**src/rtl/wdt_pkg.sv**
```systemverilog
`timescale 1ns/1ps
// Package: shared widths, register bit positions and types for the watchdog.
// Assumes a 32-bit register word; field positions are fixed by the software view.
package wdt_pkg;
    localparam int TB_W   = 64;
    localparam int PER_W  = 6;
    localparam int REG_W  = 32;
    localparam int KIND_W = 2;

    localparam int PLO_W         = 2;
    localparam int PHI_W         = PER_W - PLO_W;
    localparam int CTRL_PLO_LSB  = 30;
    localparam int CTRL_PHI_LSB  = 17;
    localparam int CTRL_IEN_BIT  = 27;
    localparam int CTRL_KIND_LSB = 28;

    localparam int STAT_ARM_BIT  = 31;
    localparam int STAT_INT_BIT  = 30;
    localparam int STAT_RSN_LSB  = 28;

    typedef enum logic {
        SEL_CTRL = 1'b0,
        SEL_STAT = 1'b1
    } wdt_sel_e;

    typedef struct packed {
        logic [PER_W-1:0]  period;
        logic              ien;
        logic [KIND_W-1:0] kind;
    } wdt_ctrl_t;
endpackage

```
**src/rtl/wdt_timebase.sv**
```systemverilog
`timescale 1ns/1ps
// Module: free-running timebase counter.
// Counts up by one per enabled tick; wraps naturally at 2^TB_W.
module wdt_timebase #(
    parameter int TB_W = wdt_pkg::TB_W
) (
    input  logic            clk,
    input  logic            rst_n,
    input  logic            tick_en,
    output logic [TB_W-1:0] tb
);
    // Advance the count on each enabled tick.
    always_ff @(posedge clk) begin
        if (!rst_n)       tb <= '0;
        else if (tick_en) tb <= tb + 1'b1;
    end

    AST_TB_STEP: assert property (@(posedge clk) disable iff (!rst_n)
        tick_en |=> tb == $past(tb) + 1'b1);
    AST_TB_HOLD: assert property (@(posedge clk) disable iff (!rst_n)
        !tick_en |=> $stable(tb));
endmodule

```
**src/rtl/wdt_ctrl_reg.sv**
```systemverilog
`timescale 1ns/1ps
// Module: control register holding the split period, interrupt enable and
// the lockable reset-kind field. Also presents the period that will be in
// force after this cycle, so the edge detector can resample on a change.
module wdt_ctrl_reg
    import wdt_pkg::*;
#(
    parameter int REG_W = wdt_pkg::REG_W
) (
    input  logic             clk,
    input  logic             rst_n,
    input  logic             wr_ctrl,
    input  logic [REG_W-1:0] wr_data,
    output wdt_ctrl_t        ctrl,
    output logic [PER_W-1:0] period_nxt,
    output logic [REG_W-1:0] ctrl_word
);
    logic [PER_W-1:0] data_period;

    // Reassemble the period from its two separated data fields.
    always_comb begin
        data_period = {wr_data[CTRL_PHI_LSB +: PHI_W], wr_data[CTRL_PLO_LSB +: PLO_W]};
    end

    // Register update; the reset kind only accepts data while it is zero.
    always_ff @(posedge clk) begin
        if (!rst_n) begin
            ctrl <= '0;
        end else if (wr_ctrl) begin
            ctrl.period <= data_period;
            ctrl.ien    <= wr_data[CTRL_IEN_BIT];
            if (ctrl.kind == '0) ctrl.kind <= wr_data[CTRL_KIND_LSB +: KIND_W];
        end
    end

    // Period in force from the next cycle onward.
    always_comb begin
        period_nxt = wr_ctrl ? data_period : ctrl.period;
    end

    // Build the software-visible control word.
    always_comb begin
        ctrl_word = '0;
        ctrl_word[CTRL_PLO_LSB +: PLO_W]   = ctrl.period[PLO_W-1:0];
        ctrl_word[CTRL_PHI_LSB +: PHI_W]   = ctrl.period[PER_W-1:PLO_W];
        ctrl_word[CTRL_IEN_BIT]            = ctrl.ien;
        ctrl_word[CTRL_KIND_LSB +: KIND_W] = ctrl.kind;
    end

    AST_KIND_LOCK: assert property (@(posedge clk) disable iff (!rst_n)
        (ctrl.kind != '0) |=> $stable(ctrl.kind));
endmodule

```
**src/rtl/wdt_edge_det.sv**
```systemverilog
`timescale 1ns/1ps
// Module: picks timebase bit (TB_W-1-period) and flags its 0->1 edges.
// Assumes 2^PER_W <= TB_W. The sampled copy is taken with the upcoming
// period so a period change never looks like an edge.
module wdt_edge_det #(
    parameter int TB_W  = wdt_pkg::TB_W,
    parameter int PER_W = wdt_pkg::PER_W
) (
    input  logic             clk,
    input  logic             rst_n,
    input  logic [TB_W-1:0]  tb,
    input  logic [PER_W-1:0] period,
    input  logic [PER_W-1:0] period_nxt,
    output logic             edge_hit
);
    localparam int IDX_W = $clog2(TB_W);

    logic [IDX_W-1:0] idx_cur;
    logic [IDX_W-1:0] idx_nxt;
    logic             bit_cur;
    logic             bit_q;

    // Map period values to bit indices; higher period means a lower bit.
    always_comb begin
        idx_cur = IDX_W'(TB_W - 1) - IDX_W'(period);
        idx_nxt = IDX_W'(TB_W - 1) - IDX_W'(period_nxt);
        bit_cur = tb[idx_cur];
    end

    // Keep a sampled copy of the bit that will be watched next cycle.
    always_ff @(posedge clk) begin
        if (!rst_n) bit_q <= 1'b0;
        else        bit_q <= tb[idx_nxt];
    end

    // Rising edge of the watched bit.
    always_comb begin
        edge_hit = bit_cur & ~bit_q;
    end

    AST_EDGE_NEEDS_CHANGE: assert property (@(posedge clk) disable iff (!rst_n)
        edge_hit |-> !$stable(tb));
endmodule

```
**src/rtl/wdt_escalate.sv**
```systemverilog
`timescale 1ns/1ps
// Module: three-stage escalation with write-one-to-clear flags, the
// interrupt output and the reset request with its recorded reason.
// Status clears are applied before an edge in the same cycle is judged.
module wdt_escalate
    import wdt_pkg::*;
#(
    parameter int REG_W = wdt_pkg::REG_W
) (
    input  logic              clk,
    input  logic              rst_n,
    input  logic              edge_hit,
    input  logic              wr_stat,
    input  logic [REG_W-1:0]  wr_data,
    input  logic              ien,
    input  logic [KIND_W-1:0] kind,
    output logic              arm_q,
    output logic              int_q,
    output logic [KIND_W-1:0] reason_q,
    output logic              irq,
    output logic              rst_req
);
    logic arm_c, int_c, arm_n, int_n, fire;

    // Apply clears, then advance one stage on an edge.
    always_comb begin
        arm_c = arm_q & ~(wr_stat & wr_data[STAT_ARM_BIT]);
        int_c = int_q & ~(wr_stat & wr_data[STAT_INT_BIT]);
        arm_n = arm_c;
        int_n = int_c;
        fire  = 1'b0;
        if (edge_hit) begin
            if (!arm_c)      arm_n = 1'b1;
            else if (!int_c) int_n = 1'b1;
            else             fire  = (kind != '0);
        end
    end

    // Flag, reason and output registers.
    always_ff @(posedge clk) begin
        if (!rst_n) begin
            arm_q    <= 1'b0;
            int_q    <= 1'b0;
            reason_q <= '0;
            irq      <= 1'b0;
            rst_req  <= 1'b0;
        end else begin
            arm_q   <= arm_n;
            int_q   <= int_n;
            irq     <= int_q & ien;
            rst_req <= fire;
            if (fire) reason_q <= kind;
        end
    end

    AST_RST_ONE_CYCLE: assert property (@(posedge clk) disable iff (!rst_n)
        rst_req |=> !rst_req);
    AST_RST_AFTER_STAGES: assert property (@(posedge clk) disable iff (!rst_n)
        rst_req |-> $past(arm_q && int_q));
    AST_RST_REASON: assert property (@(posedge clk) disable iff (!rst_n)
        rst_req |-> reason_q == $past(kind));
    AST_IRQ_SOURCE: assert property (@(posedge clk) disable iff (!rst_n)
        irq |-> $past(int_q) && $past(ien));
endmodule

```
**src/rtl/tbw_watchdog.sv**
```systemverilog
`timescale 1ns/1ps
// Module: top of the timebase-bit watchdog. Decodes the write port and joins
// the timebase, control register, edge detector and escalation stages.
// Assumes writes are single-cycle strobes; reads are the two word outputs.
module tbw_watchdog
    import wdt_pkg::*;
(
    input  logic             clk,
    input  logic             rst_n,
    input  logic             tick_en,
    input  logic             wr_en,
    input  logic             wr_addr,
    input  logic [REG_W-1:0] wr_data,
    output logic [TB_W-1:0]  timebase,
    output logic [REG_W-1:0] ctrl_q,
    output logic [REG_W-1:0] stat_q,
    output logic             irq,
    output logic             rst_req
);
    logic              wr_ctrl, wr_stat, edge_hit, arm_q, int_q;
    logic [KIND_W-1:0] reason_q;
    logic [PER_W-1:0]  period_nxt;
    wdt_ctrl_t         ctrl;

    // Decode the write target.
    always_comb begin
        wr_ctrl = wr_en && (wdt_sel_e'(wr_addr) == SEL_CTRL);
        wr_stat = wr_en && (wdt_sel_e'(wr_addr) == SEL_STAT);
    end

    wdt_timebase #(.TB_W(TB_W)) u_tb (
        .clk(clk), .rst_n(rst_n), .tick_en(tick_en), .tb(timebase));

    wdt_ctrl_reg #(.REG_W(REG_W)) u_ctrl (
        .clk(clk), .rst_n(rst_n), .wr_ctrl(wr_ctrl), .wr_data(wr_data),
        .ctrl(ctrl), .period_nxt(period_nxt), .ctrl_word(ctrl_q));

    wdt_edge_det #(.TB_W(TB_W), .PER_W(PER_W)) u_edge (
        .clk(clk), .rst_n(rst_n), .tb(timebase), .period(ctrl.period),
        .period_nxt(period_nxt), .edge_hit(edge_hit));

    wdt_escalate #(.REG_W(REG_W)) u_esc (
        .clk(clk), .rst_n(rst_n), .edge_hit(edge_hit), .wr_stat(wr_stat),
        .wr_data(wr_data), .ien(ctrl.ien), .kind(ctrl.kind),
        .arm_q(arm_q), .int_q(int_q), .reason_q(reason_q),
        .irq(irq), .rst_req(rst_req));

    // Build the software-visible status word.
    always_comb begin
        stat_q = '0;
        stat_q[STAT_ARM_BIT]            = arm_q;
        stat_q[STAT_INT_BIT]            = int_q;
        stat_q[STAT_RSN_LSB +: KIND_W]  = reason_q;
    end

    AST_PERIOD_WRITE_NO_ESCALATE: assert property (@(posedge clk) disable iff (!rst_n)
        (wr_ctrl && !tick_en && $stable(timebase) && !wr_stat) |=> $stable(arm_q));
endmodule

```
**config.mk**
```make
export PLATFORM = sky130hd
export DESIGN_NAME = tbw_watchdog
export DESIGN_NICKNAME = d
export VERILOG_FILES = /design/src/rtl/wdt_pkg.sv /design/src/rtl/wdt_timebase.sv /design/src/rtl/wdt_ctrl_reg.sv /design/src/rtl/wdt_edge_det.sv /design/src/rtl/wdt_escalate.sv /design/src/rtl/tbw_watchdog.sv
export SDC_FILE = /design/constraint.sdc
export NUM_CORES = 1
export LEC_CHECK = 0
export BUFFER_PORTS_ARGS = -buffer_cell sky130_fd_sc_hd__buf_4
export CORE_ASPECT_RATIO = 1.2
export CORE_UTILIZATION = 55
export CTS_BUF_LIST = sky130_fd_sc_hd__clkbuf_4 sky130_fd_sc_hd__clkbuf_8 sky130_fd_sc_hd__clkbuf_16
export DETAILED_ROUTE_END_ITERATION = 10
export PLACE_DENSITY = 0.85
export SLEW_MARGIN = 40
export SYNTH_ARGS = -nofsm -noshare
export SYNTH_HDL_FRONTEND = slang
export SYNTH_SLANG_ARGS = --single-unit
```
**constraint.sdc**
```tcl
create_clock -name clk -period 4.8 [get_ports clk]
set_input_delay 0.48 -clock clk [delete_from_list [all_inputs] [get_ports clk]]
set_output_delay 0.48 -clock clk [all_outputs]
set_load 0.02 [all_outputs]
```
==> run_results.csv <==
group,metric,value,unit
status,status,"finished, final reports clean",
sta,worst_slew_pin_slew,0.645,ns
logic_synthesis,synthCells,629,
power_and_ir_drop,sequentialPowerShare,44.5,%
worst_setup_path,setup.worst_path.end_class,"flop",
clock_network,cts_hold_buf,0,
worst_setup_path,r2r-end,"u_esc.reason_q[1]",
global_routing,grt_pass1_wl,22600,µm
cells_and_area,area_delta_synth_final,14.7,%
sta,tns,0,ns
worst_setup_path,critPathMaxFanout,24,
worst_setup_path,worstReg2RegStart,"u_ctrl.ctrl[3]",
detailed_routing,drc,0,
job,maxCapViolCount,0,
power_and_ir_drop,sw_frac_of_total,26.5,%
clock_network,root_buffer,"clkbuf_16",
power_and_ir_drop,p_leak,2.53,nW
clock_network,cts_made_buffers,9,
clock_network,postCtsSetupRepairBufs,0,
sta,slew_viol_final,0,
logic_synthesis,synth_area_per_cell,8.57,µm²
sta,layout_min_cycle_time,2.70,ns
logic_synthesis,ys_async_sr_fraction,0,%
clock_network,postCtsResizedCells,0,
logic_synthesis,ys_warn_count,0,
power_and_ir_drop,power.total,1.54,mW
power_and_ir_drop,power.switching,0.409,mW
worst_setup_path,required,5.03,ns
cells_and_area,drive_above_1_share,21.9,%
die,num_rows,39,
global_routing,track_usage,28.2,%
die,core-area,9520,µm²
power_and_ir_drop,clock_power_share,43.9,%
clock_network,cts.sinks,80,
detailed_routing,vias,4843,
worst_setup_path,startpoint,"u_ctrl.ctrl[3]",
sta,skew,0.00746,ns
global_routing,grt_max_degree,64,
clock_network,h-tree-depth,3,
logic_synthesis,synth_area,5390,µm²
detailed_routing,wl_per_cell,17.0,µm
global_routing,gr-total-overflow,0,
logic_synthesis,seq_area_frac_synth,29.7,%
sta,hold_violations,0,
worst_setup_path,cp-start-kind,"flop",
power_and_ir_drop,pwr-share-comb,11.6,%
clock_network,clockBufferDepth,2,
die,io-pin-count,167,
worst_hold_path,min_path_type,"input port to flop",
sta,fmax,370,MHz
cells_and_area,post-route-util,65.0,%
sta,grt_setup_unrepaired,"false",
sta,post-route-period-util,56.3,%
worst_hold_path,min_to,"u_ctrl.ctrl[2]",
clock_network,cts_tree,"built",
logic_synthesis,ys_ff_latch,80,
detailed_routing,via_per_inst,5.86,
worst_hold_path,hold_depth,3,
place,dp_hpwl,9700,µm
worst_setup_path,rrSetupSlack,2.10,ns
cells_and_area,fin_area,6180,µm²
logic_synthesis,synth_ff_type,"dfxtp_1",
sta,slew_headroom,56.7,%
logic_synthesis,synth_edf_count,0,
detailed_routing,drtPass1Iterations,5,
power_and_ir_drop,power_density,249,nW/µm²
detailed_routing,drt-initial-drc-count,326,
worst_setup_path,crit_type,"flop to flop",
clock_network,clock_latency,0.35,ns
sta,finalSetupViolations,0,
worst_setup_path,cp.arrival,2.93,ns
die,die_x,92.4,µm
worst_hold_path,worstHoldStart,"wr_data[27]",
worst_setup_path,ff2ff_path_depth,8,
clock_network,path_clk_slew,0.06,ns
detailed_routing,antenna_left,0,
logic_synthesis,yosysUniqueCellTypes,64,
die,die_y,110,µm
global_routing,grt_pass1_vias,4481,
place,io_buffers,92,
place,gp_congestion,0.917,
power_and_ir_drop,peakVddDrop,0.000147,V
detailed_routing,routed_wl,14000,µm
die,floorplan.initialDensity,56.7,%
cells_and_area,n_antenna_cell,0,
power_and_ir_drop,intPower,1.13,mW
sta,holdWs,0.393,ns
global_routing,antenna_found_initial,0,
place,place_area,5890,µm²
cells_and_area,nets,737,
die,dieArea,10200,µm²
-- cells in the mapped netlist (all sizes together), types with 10 or more instances --
library cell,n,area (µm²)
nand3,28,158
nand2,67,251
clkbuf,12,46.3
buf,74,518
mux2i,38,380
a211oi,10,75.1
dfxtp,80,1600
nand4,16,121
and3,15,103
xor2,39,342
and4,11,100
a21oi,10,61.3
inv,12,45.0
nor2,70,263
xnor2,22,193
mux4,10,225
and2,16,101
-- power groups by stage --
| stage | clock network (mW) | logic, mW | registers [mW] |
|---|---|---|---|
| after floorplan | 0 | 0.165 | 0.699 |
| after global placement | 0 | 0.171 | 0.700 |
| after detailed placement | 0 | 0.175 | 0.700 |
| after CTS | 0.679 | 0.176 | 0.686 |
| after global routing | 0.713 | 0.191 | 0.687 |
| final | 0.676 | 0.179 | 0.686 |
-- worst max-delay path by stage --
stage                              to  slack (ns)  cells after the start
CTS                 u_esc.reason_q[1]        2.15                      8
floorplan                 u_tb.tb[47]        2.58                      7
finish              u_esc.reason_q[1]        2.10                      8
global route        u_esc.reason_q[1]        1.96                      8
global placement         u_edge.bit_q        1.83                      8
detailed placement       u_edge.bit_q        2.10                      8
-- logic make-up (layout without fill, tap and decap cells) --
group	Yosys count	count (layout)	synth area share (%)
simple gates	260	260	25.9
buf+inv	99	124	11.5
flops	80	80	29.7
compound gates	70	70	9.61
xor+xnor	61	61	9.91
mux	57	57	13.1
fa+ha+maj	1	1	0.232
other cells	1	51	0.0696
-- routing by layer --
layer / track usage, % / up-vias / share of wire [%] / wire [µm]
met5: 0 / - / 0 / 0
met2: 47.1 / 249 / 49 / 6860
met3: 5.03 / 44 / 7.5 / 1060
met1: 34.4 / 2290 / 40 / 5670
li1: - / 2260 / - / -
met4: 14.0 / 0 / 3.2 / 448
-- flip-flops by register name, indices dropped and copies added, names as in the netlist --
register,cells
u_esc.reason_q,2
u_esc.irq,1
u_ctrl.ctrl,9
u_edge.bit_q,1
u_esc.arm_q,1
u_esc.rst_req,1
u_esc.int_q,1
u_tb.tb,64
-- area by class of cell --
class	instances	area (µm²)
sequential	80	1600
clock inverter	2	12.5
tap	123	154
inverter	12	47.5
fill	771	3330
clock buffer	14	282
timing repair buffer	96	721
multi-input combinational	500	3360
-- critical path, stage by stage (launching register included) --
cell,delay [ns]
dfxtp_1,0.67
buf_4,0.40
and3b_1,0.23
a32o_1,0.20
nor4_1,0.28
a21oi_1,0.07
a21oi_1,0.33
nand3_1,0.23
mux2i_1,0.17
-- layout by cell type (no fill, tap or decap), drive strengths merged, types with 10 or more instances in the layout --
cell type	instances
conb	51
nor2	70
dfxtp	80
xor2	39
a211oi	10
and4	11
clkbuf	14
nand3	28
nand4	16
buf	96
inv	12
xnor2	22
nand2	67
a21oi	10
mux2i	38
and3	15
and2	16
mux4	10
-- through the flow --
stage	setup WS, ns	std cells
6_report	2.10	827
5_1_grt	1.96	827
4_1_cts	2.15	827
3_5_place_dp	2.10	811
3_3_place_gp	1.83	811
2_1_floorplan	2.58	679
Power figures use the tool's default switching activity.
